### src/rtl/sdram_init_pkg.sv
package sdram_init_pkg;

    localparam int ADDR_W = 14;
    localparam int BANK_W = 3;
    localparam int IDX_W  = 4;

    typedef enum logic [2:0] {
        MEM_SDR   = 3'd0,
        MEM_DDR   = 3'd1,
        MEM_LPDDR = 3'd2,
        MEM_DDR2  = 3'd3,
        MEM_DDR3  = 3'd4
    } mem_kind_e;

    typedef enum logic [2:0] {
        W_NONE, W_POWERUP, W_RESET, W_CKE3, W_MODE, W_REFRESH, W_ZQ
    } wait_e;

    typedef struct packed {
        logic cs;
        logic ras;
        logic cas;
        logic we;
    } strobe_t;

    typedef struct packed {
        logic cke;
        logic odt;
        logic reset_n;
    } pins_t;

    typedef struct packed {
        logic                is_pins;
        strobe_t             strb;
        pins_t               pins;
        logic [ADDR_W-1:0]   addr;
        logic [BANK_W-1:0]   bank;
        wait_e               wt;
    } step_t;

    localparam strobe_t STB_PRE = strobe_t'(4'b1101);
    localparam strobe_t STB_MRS = strobe_t'(4'b1111);
    localparam strobe_t STB_REF = strobe_t'(4'b1110);
    localparam strobe_t STB_ZQ  = strobe_t'(4'b1001);

    localparam pins_t PINS_ALL     = pins_t'(3'b111);
    localparam pins_t PINS_UNRESET = pins_t'(3'b011);

    localparam logic [ADDR_W-1:0] ADDR_A10     = ADDR_W'(1024);
    localparam logic [ADDR_W-1:0] ADDR_DLL_RST = ADDR_W'(256);
    localparam logic [ADDR_W-1:0] ADDR_OCD_DEF = ADDR_W'(7 << 7);

    function automatic int imax(int a, int b);
        return (a > b) ? a : b;
    endfunction

    function automatic int step_count(mem_kind_e k);
        case (k)
            MEM_SDR:  return 7;
            MEM_DDR2: return 12;
            MEM_DDR3: return 7;
            default:  return 8;
        endcase
    endfunction

    function automatic step_t mk_cmd(strobe_t s, logic [ADDR_W-1:0] a,
                                     logic [BANK_W-1:0] b, wait_e w);
        step_t t;
        t      = '0;
        t.strb = s;
        t.addr = a;
        t.bank = b;
        t.wt   = w;
        return t;
    endfunction

    function automatic step_t mk_pins(pins_t p, wait_e w);
        step_t t;
        t         = '0;
        t.is_pins = 1'b1;
        t.pins    = p;
        t.wt      = w;
        return t;
    endfunction

    // mode word for the pre-DDR3 generations
    function automatic logic [ADDR_W-1:0] legacy_mode(mem_kind_e k, int cl, int nph);
        int bl;
        int w;
        bl = (k == MEM_SDR) ? nph : 2 * nph;
        w  = $clog2(bl) + (cl << 4);
        if (k == MEM_DDR2) w = w + (2 << 9);
        return ADDR_W'(w);
    endfunction

    function automatic logic [3:0] ddr3_cl_code(int cl);
        int c;
        c = (cl <= 11) ? 2 * (cl - 4) : 2 * (cl - 12) + 1;
        return 4'(c);
    endfunction

    function automatic logic [ADDR_W-1:0] ddr3_mr0(int cl);
        logic [ADDR_W-1:0] w;
        logic [3:0]        c;
        w       = '0;
        c       = ddr3_cl_code(cl);
        w[2]    = c[0];
        w[6:4]  = c[3:1];
        w[8]    = 1'b1;
        w[11:9] = 3'b100;
        return w;
    endfunction

    function automatic logic [ADDR_W-1:0] ddr3_mr2(int cwl);
        logic [ADDR_W-1:0] w;
        w       = '0;
        w[5:3]  = 3'(cwl - 5);
        w[10:9] = 2'd2;
        return w;
    endfunction

    function automatic step_t legacy_step(mem_kind_e k, int cl, int nph, int i);
        int                extra;
        int                j;
        logic [ADDR_W-1:0] mw;
        extra = (k == MEM_DDR2) ? 3 : ((k == MEM_SDR) ? 0 : 1);
        mw    = legacy_mode(k, cl, nph);
        if (i == 0) return mk_pins(PINS_ALL, W_POWERUP);
        if (i == 1) return mk_cmd(STB_PRE, ADDR_A10, '0, W_NONE);
        if (i < 2 + extra) begin
            if (k == MEM_DDR2) return mk_cmd(STB_MRS, '0, BANK_W'(5 - i), W_NONE);
            return mk_cmd(STB_MRS, '0, (k == MEM_LPDDR) ? BANK_W'(2) : BANK_W'(1), W_NONE);
        end
        j = i - 2 - extra;
        case (j)
            0:       return mk_cmd(STB_MRS, mw | ADDR_DLL_RST, '0, W_MODE);
            1:       return mk_cmd(STB_PRE, ADDR_A10, '0, W_NONE);
            2, 3:    return mk_cmd(STB_REF, '0, '0, W_REFRESH);
            4:       return mk_cmd(STB_MRS, mw, '0, W_MODE);
            5:       return mk_cmd(STB_MRS, ADDR_OCD_DEF, BANK_W'(1), W_NONE);
            default: return mk_cmd(STB_MRS, '0, BANK_W'(1), W_NONE);
        endcase
    endfunction

    function automatic step_t ddr3_step(int cl, int cwl, int i);
        case (i)
            0:       return mk_pins(PINS_UNRESET, W_RESET);
            1:       return mk_pins(PINS_ALL, W_CKE3);
            2:       return mk_cmd(STB_MRS, ddr3_mr2(cwl), BANK_W'(2), W_NONE);
            3:       return mk_cmd(STB_MRS, '0, BANK_W'(3), W_NONE);
            4:       return mk_cmd(STB_MRS, ADDR_W'(6), BANK_W'(1), W_NONE);
            5:       return mk_cmd(STB_MRS, ddr3_mr0(cl), '0, W_MODE);
            default: return mk_cmd(STB_ZQ, ADDR_A10, '0, W_ZQ);
        endcase
    endfunction

    function automatic step_t init_step(mem_kind_e k, int cl, int cwl, int nph, int i);
        if (k == MEM_DDR3) return ddr3_step(cl, cwl, i);
        return legacy_step(k, cl, nph, i);
    endfunction

endpackage

### src/rtl/sdram_init_table.sv
module sdram_init_table
    import sdram_init_pkg::*;
#(
    parameter mem_kind_e KIND    = MEM_DDR3,
    parameter int        CL      = 6,
    parameter int        CWL     = 6,
    parameter int        NPHASES = 4
) (
    input  logic [IDX_W-1:0] idx,
    output step_t            step,
    output logic             last
);
    localparam int N_STEPS = step_count(KIND);

    always_comb begin
        step = init_step(KIND, CL, CWL, NPHASES, int'(idx));
        last = (idx == IDX_W'(N_STEPS - 1));
    end
endmodule

### src/rtl/sdram_init_timer.sv
module sdram_init_timer #(
    parameter int CNT_W = 16
) (
    input  logic             clk,
    input  logic             rst,
    input  logic             load,
    input  logic [CNT_W-1:0] load_val,
    output logic             expire
);
    logic [CNT_W-1:0] cnt_q;

    always_ff @(posedge clk) begin
        if (rst)                  cnt_q <= '0;
        else if (load)            cnt_q <= load_val;
        else if (cnt_q != '0)     cnt_q <= cnt_q - CNT_W'(1);
    end

    assign expire = (cnt_q == CNT_W'(1));
endmodule

### src/rtl/sdram_init_seq.sv
module sdram_init_seq
    import sdram_init_pkg::*;
#(
    parameter mem_kind_e MEM_KIND  = MEM_DDR3,
    parameter int        CL        = 6,
    parameter int        CWL       = 6,
    parameter int        NPHASES   = 4,
    parameter int        T_POWERUP = 20000,
    parameter int        T_RESET   = 50000,
    parameter int        T_CKE3    = 10000,
    parameter int        T_MODE    = 200,
    parameter int        T_REFRESH = 4,
    parameter int        T_ZQ      = 200
) (
    input  logic              clk,
    input  logic              rst,
    output logic              cmd_cs,
    output logic              cmd_ras,
    output logic              cmd_cas,
    output logic              cmd_we,
    output logic [ADDR_W-1:0] cmd_addr,
    output logic [BANK_W-1:0] cmd_bank,
    output logic              pin_cke,
    output logic              pin_odt,
    output logic              pin_reset_n,
    output logic              init_done
);
    localparam int T_MAX = imax(imax(T_POWERUP, T_RESET),
                                imax(imax(T_CKE3, T_MODE), imax(T_REFRESH, T_ZQ)));
    localparam int CNT_W = $clog2(T_MAX + 1);

    typedef enum logic [1:0] {PH_BOOT, PH_ISSUE, PH_WAIT, PH_DONE} phase_e;

    phase_e           phase_q;
    logic [IDX_W-1:0] idx_q;
    pins_t            pins_q;
    step_t            cur;
    logic             is_last;
    logic [CNT_W-1:0] wait_len;
    logic             expire;
    logic             issuing;
    strobe_t          strb;
    pins_t            pins;

    sdram_init_table #(
        .KIND(MEM_KIND), .CL(CL), .CWL(CWL), .NPHASES(NPHASES)
    ) u_table (
        .idx (idx_q),
        .step(cur),
        .last(is_last)
    );

    always_comb begin
        case (cur.wt)
            W_POWERUP: wait_len = CNT_W'(T_POWERUP);
            W_RESET:   wait_len = CNT_W'(T_RESET);
            W_CKE3:    wait_len = CNT_W'(T_CKE3);
            W_MODE:    wait_len = CNT_W'(T_MODE);
            W_REFRESH: wait_len = CNT_W'(T_REFRESH);
            W_ZQ:      wait_len = CNT_W'(T_ZQ);
            default:   wait_len = '0;
        endcase
    end

    assign issuing = (phase_q == PH_ISSUE);

    sdram_init_timer #(.CNT_W(CNT_W)) u_timer (
        .clk     (clk),
        .rst     (rst),
        .load    (issuing),
        .load_val(wait_len),
        .expire  (expire)
    );

    always_ff @(posedge clk) begin
        if (rst) begin
            phase_q <= PH_BOOT;
            idx_q   <= '0;
            pins_q  <= '0;
        end else begin
            case (phase_q)
                PH_BOOT: phase_q <= PH_ISSUE;
                PH_ISSUE: begin
                    if (cur.is_pins) pins_q <= cur.pins;
                    if (wait_len != '0) begin
                        phase_q <= PH_WAIT;
                    end else if (is_last) begin
                        phase_q <= PH_DONE;
                    end else begin
                        idx_q   <= idx_q + IDX_W'(1);
                        phase_q <= PH_ISSUE;
                    end
                end
                PH_WAIT: begin
                    if (expire) begin
                        if (is_last) begin
                            phase_q <= PH_DONE;
                        end else begin
                            idx_q   <= idx_q + IDX_W'(1);
                            phase_q <= PH_ISSUE;
                        end
                    end
                end
                default: phase_q <= PH_DONE;
            endcase
        end
    end

    always_comb begin
        strb = (issuing && !cur.is_pins) ? cur.strb : '0;
        pins = (issuing && cur.is_pins) ? cur.pins : pins_q;
        cmd_cs      = strb.cs;
        cmd_ras     = strb.ras;
        cmd_cas     = strb.cas;
        cmd_we      = strb.we;
        cmd_addr    = (issuing && !cur.is_pins) ? cur.addr : '0;
        cmd_bank    = (issuing && !cur.is_pins) ? cur.bank : '0;
        pin_cke     = pins.cke;
        pin_odt     = pins.odt;
        pin_reset_n = pins.reset_n;
        init_done   = (phase_q == PH_DONE);
    end
endmodule

### config.mk
export PLATFORM = sky130hd
export DESIGN_NAME = sdram_init_seq
export DESIGN_NICKNAME = d
export VERILOG_FILES = /design/src/rtl/sdram_init_pkg.sv /design/src/rtl/sdram_init_table.sv /design/src/rtl/sdram_init_timer.sv /design/src/rtl/sdram_init_seq.sv
export SDC_FILE = /design/constraint.sdc
export NUM_CORES = 1
export LEC_CHECK = 0
export BUFFER_PORTS_ARGS = -buffer_cell sky130_fd_sc_hd__buf_4
export CORE_UTILIZATION = 45
export CTS_CLUSTER_DIAMETER = 80
export DETAILED_ROUTE_END_ITERATION = 12
export SETUP_SLACK_MARGIN = 0.3
export SLEW_MARGIN = 20
export SYNTH_ARGS = -nofsm -noshare
export SYNTH_HDL_FRONTEND = slang
export SYNTH_HIERARCHICAL = 1
export SYNTH_SLANG_ARGS = --single-unit
### constraint.sdc
create_clock -name clk -period 4.8 [get_ports clk]
set_input_delay 0.24 -clock clk [delete_from_list [all_inputs] [get_ports clk]]
set_output_delay 0.24 -clock clk [all_outputs]
set_load 0.1 [all_outputs]
==> Yosys cells after proc, flatten, opt, wreduce, memory -nomap -nowiden <==
Index checks and enable logic that the tools add are counted.
{ "word_totals": {"regBits": 25, "word_cells": 54, "output_inout_bits": 25} }
{ "classes": {"mux": 16, "addsub": 2, "eq_ne": 18, "reduce_logical": 12} }
{ "ops": {"columns": ["operator", "count"], "rows": [
  ["$pmux W28 S6", 1],
  ["$pmux W16 S5", 1],
  ["$mux W16", 2],
  ["$reduce_bool A16 Y1", 2],
  ["$eq A16 B1 Y1 const B", 1],
  ["$mux W4", 4],
  ["$sub A16 B1 Y16 const B", 1],
  ["$mux W14", 1],
  ["$eq A4 B3 Y1 const B", 3],
  ["$eq A3 B3 Y1 const B", 3],
  ["$eq A4 B2 Y1 const B", 2],
  ["$pmux W4 S2", 1],
  ["$eq A3 B2 Y1 const B", 2],
  ["$mux W2", 3],
  ["$mux W3", 2],
  ["$pmux W2 S3", 1],
  ["$add A4 B1 Y4 const B", 1],
  ["$eq A2 B2 Y1 const B", 2],
  ["$eq A4 B1 Y1 const B", 1],
  ["$logic_not A4 Y1", 1],
  ["$ne A2 B2 Y1 const B", 2],
  ["$reduce_bool A2 Y1", 2],
  ["$eq A3 B1 Y1 const B", 1],
  ["$reduce_and A3 Y1", 1],
  ["other kinds (6)", 7]
]} }

==> Longest topological paths before layout <==
{ "depth": {"depth_word": 8, "ltp_mapped": 9} }

==> By module <==
Netlist, hierarchy kept.
{ "modules_own_cells": {"columns": ["module", "n_inst", "area_per_inst_um2", "cells_each", "seq_area_each_um2"], "rows": [
  ["sdram_init_timer", 1, 945.9, 115, 320.3],
  ["sdram_init_seq", 1, 720.7, 90, 180.2],
  ["sdram_init_table", 1, 285.3, 40, 0.0]
]} }

==> Worst setup path before layout <==
No wires, ideal clock.
{ "synth_path": {"kind": "register to output", "from": "register idx_q[1]", "to": "output port cmd_addr[10]", "t_arrival_ns": 1.937, "path_stages_with_launch": 8, "slack_ns": 2.623, "n_path_buf": 3, "cell_sequence": "dfxtp_1 -> buf_2 -> or3_4 -> inv_2 -> buf_4 -> nor2_1 -> clkbuf_1 -> and2_1"} }
{ "synth_lines": {"columns": ["item", "line_no", "rtl"], "rows": [
  ["start: declaration", "sdram_init_seq.sv:35", "logic [IDX_W-1:0] idx_q;"],
  ["start signal: assignment", "sdram_init_seq.sv:90", "idx_q <= idx_q + IDX_W'(1);"],
  ["start signal: assignment", "sdram_init_seq.sv:99", "idx_q <= idx_q + IDX_W'(1);"],
  ["end: declaration", "sdram_init_seq.sv:21", "output logic [ADDR_W-1:0] cmd_addr,"]
]} }

==> Worst setup path in the final report <==
{ "layout_path": {"from": "register idx_q[1]", "to": "output port cmd_addr[11]"} }
{ "layout_via": {"elab_chain_cells": 5, "word_cells_on_any_way": 10} }
{ "layout_rtl": {"columns": ["item", "line_no", "rtl"], "rows": [
  ["$eq A4 B3 Y1, or another cell as far along", "sdram_init_pkg.sv:146", "case (i)"],
  ["$pmux W28 S6 *", "sdram_init_pkg.sv:146", null],
  ["$logic_not A1 Y1", "sdram_init_seq.sv:116", "cmd_addr = (issuing && !cur.is_pins) ? cur.addr : '0;"],
  ["$logic_and A1 B1 Y1", "sdram_init_seq.sv:116", null],
  ["$mux W14 *", "sdram_init_seq.sv:116", null]
]} }
Mark *: on every way between the ends. The rest lies on a longest branch, timed or not.

==> results.py <==
metrics = {
    "outcome": {
        "status": "finished, final reports clean",
    },
    "worst_hold_path": {
        "hold_start": "rst",
        "hold_path.class": "primary input to flip-flop",
    },
    "clock_tree": {
        "clock-sinks": 25,
        "cts_buffers": 3,
        "cts_resized": 0,
        "post_cts.repair.setup_buffers": 0,
        "cts_buffer_depth": 2,
        "htreeDepth": 1,
        "clk-insertion-delay-late_ps": 270,
        "cts_tree": "yes",
        "clk_pin_slew_ps": 80,
        "cts_hold_buf": 0,
        "cts_root_buf": "clkbuf_8",
    },
    "logic_synthesis": {
        "synth-compound-area-share_pct": 13.7,
        "ys_async_sr_fraction_pct": 0,
        "syn_area_per_cell_um2": 7.97,
        "ys_warn_count": 6,
        "synth_top_area_share_pct": 25.6,
        "synth-seq-cells": 25,
        "netlist_area_um2": 1950,
        "synthAdderAreaFrac_pct": 1.92,
        "yosysSeqAreaShare_pct": 25.6,
        "synth_edf_count": 0,
        "synth_ff_type": "dfxtp_1",
        "synth_xor_area_share_pct": 3.59,
        "synthMuxAreaShare_pct": 3.91,
        "synthSimpleGateAreaFrac_pct": 38.7,
        "synth_area_leader_cell": "dfxtp_1",
        "synth_top_family_by_area": "simple AND/OR/NAND/NOR gates",
        "yosys-top-cells-area": "dfxtp_1 (26%), and2_1 (7.4%), buf_4 (6.9%)",
        "synth_cell_types": 54,
        "syn_inst": 245,
    },
    "route": {
        "drc_errors": 0,
        "wire_per_inst_um": 12.8,
        "drt_iter0_drc": 116,
        "wl_mm": 3.85,
        "dr_total_vias": 1576,
        "drtPass1Iterations": 4,
        "viasPerCell": 5.25,
        "ant_nets": 0,
    },
    "global_route": {
        "grt_pass1_wl_mm": 6.18,
        "track_usage_pct": 18.1,
        "overflow": 0,
        "grt_pass1_vias": 1278,
        "grt_max_degree": 25,
        "antenna_found_initial": 0,
    },
    "worst_setup_path": {
        "required_ps": 4560,
        "slowest_delay_ps": 650,
        "crit_type": "flip-flop to output pin",
        "critPathMaxFanout": 21,
        "r2r-start": "u_timer/cnt_q[8]",
        "crit_slowest_cell": "nor2_1",
        "startpoint_type": "flip-flop",
        "crit_start": "idx_q[1]",
        "cp_cell_sequence": "or3_4 -> inv_2 -> nor2_1 -> and2_1 -> buf_4",
        "rrSetupSlack_ps": 2310,
        "arrival_ps": 2290,
        "end_kind": "output pin",
    },
    "timing": {
        "timing.slew.headroom_pct": 36.8,
        "fmax_ghz": 0.395,
        "slew_viol_final": 0,
        "hold_viol_final": 0,
        "timing.hold.ws_ps": 322,
        "tightest_slew_ps": 954,
        "setup_tns_ps": 0,
        "finalCritPeriodShare_pct": 52.8,
        "setup_viol": 0,
        "rsz0062_at_grt": "false",
        "skew_ps": 2.77,
        "setup_ws_ps": 2270,
        "period_minus_slack_ps": 2530,
    },
    "placement": {
        "gp_congestion": 0.866,
        "placed_area_um2": 2000,
        "placedCellCount": 296,
        "numPortBuffers": 18,
        "dp_slack_ps": 2330,
        "place.detailed.hpwl_mm": 2.85,
    },
    "flow_run": {
        "cap_violations": 0,
    },
    "power": {
        "p_leak_nw": 0.840,
        "p_per_area_nw_per_um2": 443,
        "ir_drop_v": 0.000201,
        "power_mw": 0.905,
    },
    "die": {
        "num_rows": 23,
        "die_h_um": 67.9,
        "start_util_pct": 47.8,
        "die_w_um": 67.9,
        "core_region_area_um2": 4090,
        "pin_count": 27,
        "dieArea_um2": 4600,
    },
    "final_layout": {
        "multi_input_area_um2": 1250,
        "drive_gt1_share_pct": 16.8,
        "regArea_um2": 500,
        "n_fill_cell": 411,
        "final_util_pct": 50.0,
        "stdcell_count": 300,
        "diodes": 0,
        "nets": 256,
        "area_delta_synth_final_pct": 4.68,
        "fin_area_um2": 2040,
    },
}
==> cells by family after synthesis <==
logic type               Yosys count
XOR/XNOR                           8
flip-flops                        25
multiplexers                       7
buffers and inverters             39
other                              2
AO/OA/AOI/OAI                     36
AND/OR/NAND/NOR                  125
adder cells (fa/ha/maj)            3
==> critical path, delay by kind of cell, from the launching register on <==
kind                   cells  cell delay (ps)
buffers and inverters      2              330
flip-flops                 1              590
AND/OR/NAND/NOR            3             1100
==> layout by cell type (no fill, tap or decap), drive strengths merged, types with 2 or more instances in the layout <==
cell type  instances
a211oi             5
a21o               2
a21oi              7
a221oi             3
a311oi             2
and2              23
and2b              2
buf               19
clkbuf             4
conb              11
dfxtp             25
ha                 3
inv               12
mux2               5
mux2i              2
nand2             16
nand2b            10
nand3              4
nand4              4
nor2              28
nor2b             10
nor3               9
nor3b              3
nor4               5
o21ai              8
o31a               2
o31ai              2
or4                4
xnor2              5
xor2               3
==> Yosys cell counts (7+ instances only) <==
master and number:
buf_4 18, nand2_1 15, o21ai_0 8, and2_1 23
nor2b_1 10, nor2_1 28, inv_1 11, dfxtp_1 25
nor3_1 8, nand2b_1 8, a21oi_1 7
==> power by group <==
part           leakage (nW)  switching, mW  internal [mW]
clock                0.0228         0.0664         0.0595
sequential            0.206         0.0669          0.259
combinational         0.611          0.284          0.170
total                 0.840          0.417          0.488
==> sequential cells by signal, summed over array words and instances (netlist names) <==
register	count
idx_q	4
phase_q	2
pins_q	3
u_timer/cnt_q	16
==> final timing paths <==
path                       end  cells past startpoint
hold / removal       pins_q[1]                      2
setup / recovery  cmd_addr[11]                      5
hold reg to reg     phase_q[0]                      1
setup reg to reg      idx_q[3]                      7
==> final cells by class <==
class | count | share of cell area [%]
Clock buffer | 4 | 2.20
Inverter | 12 | 2.20
Multi-Input combinational cell | 190 | 61.1
Sequential cell | 25 | 24.5
Tap cell | 50 | 3.06
Timing Repair Buffer | 19 | 6.98
==> per-layer routing <==
metal	share of wire [%]	GRT usage [%]
met5	0	0
met4	1.0	4.69
met3	3.9	4.00
met2	42	26.6
met1	53	26.2
(Power assumes the default switching activity.)
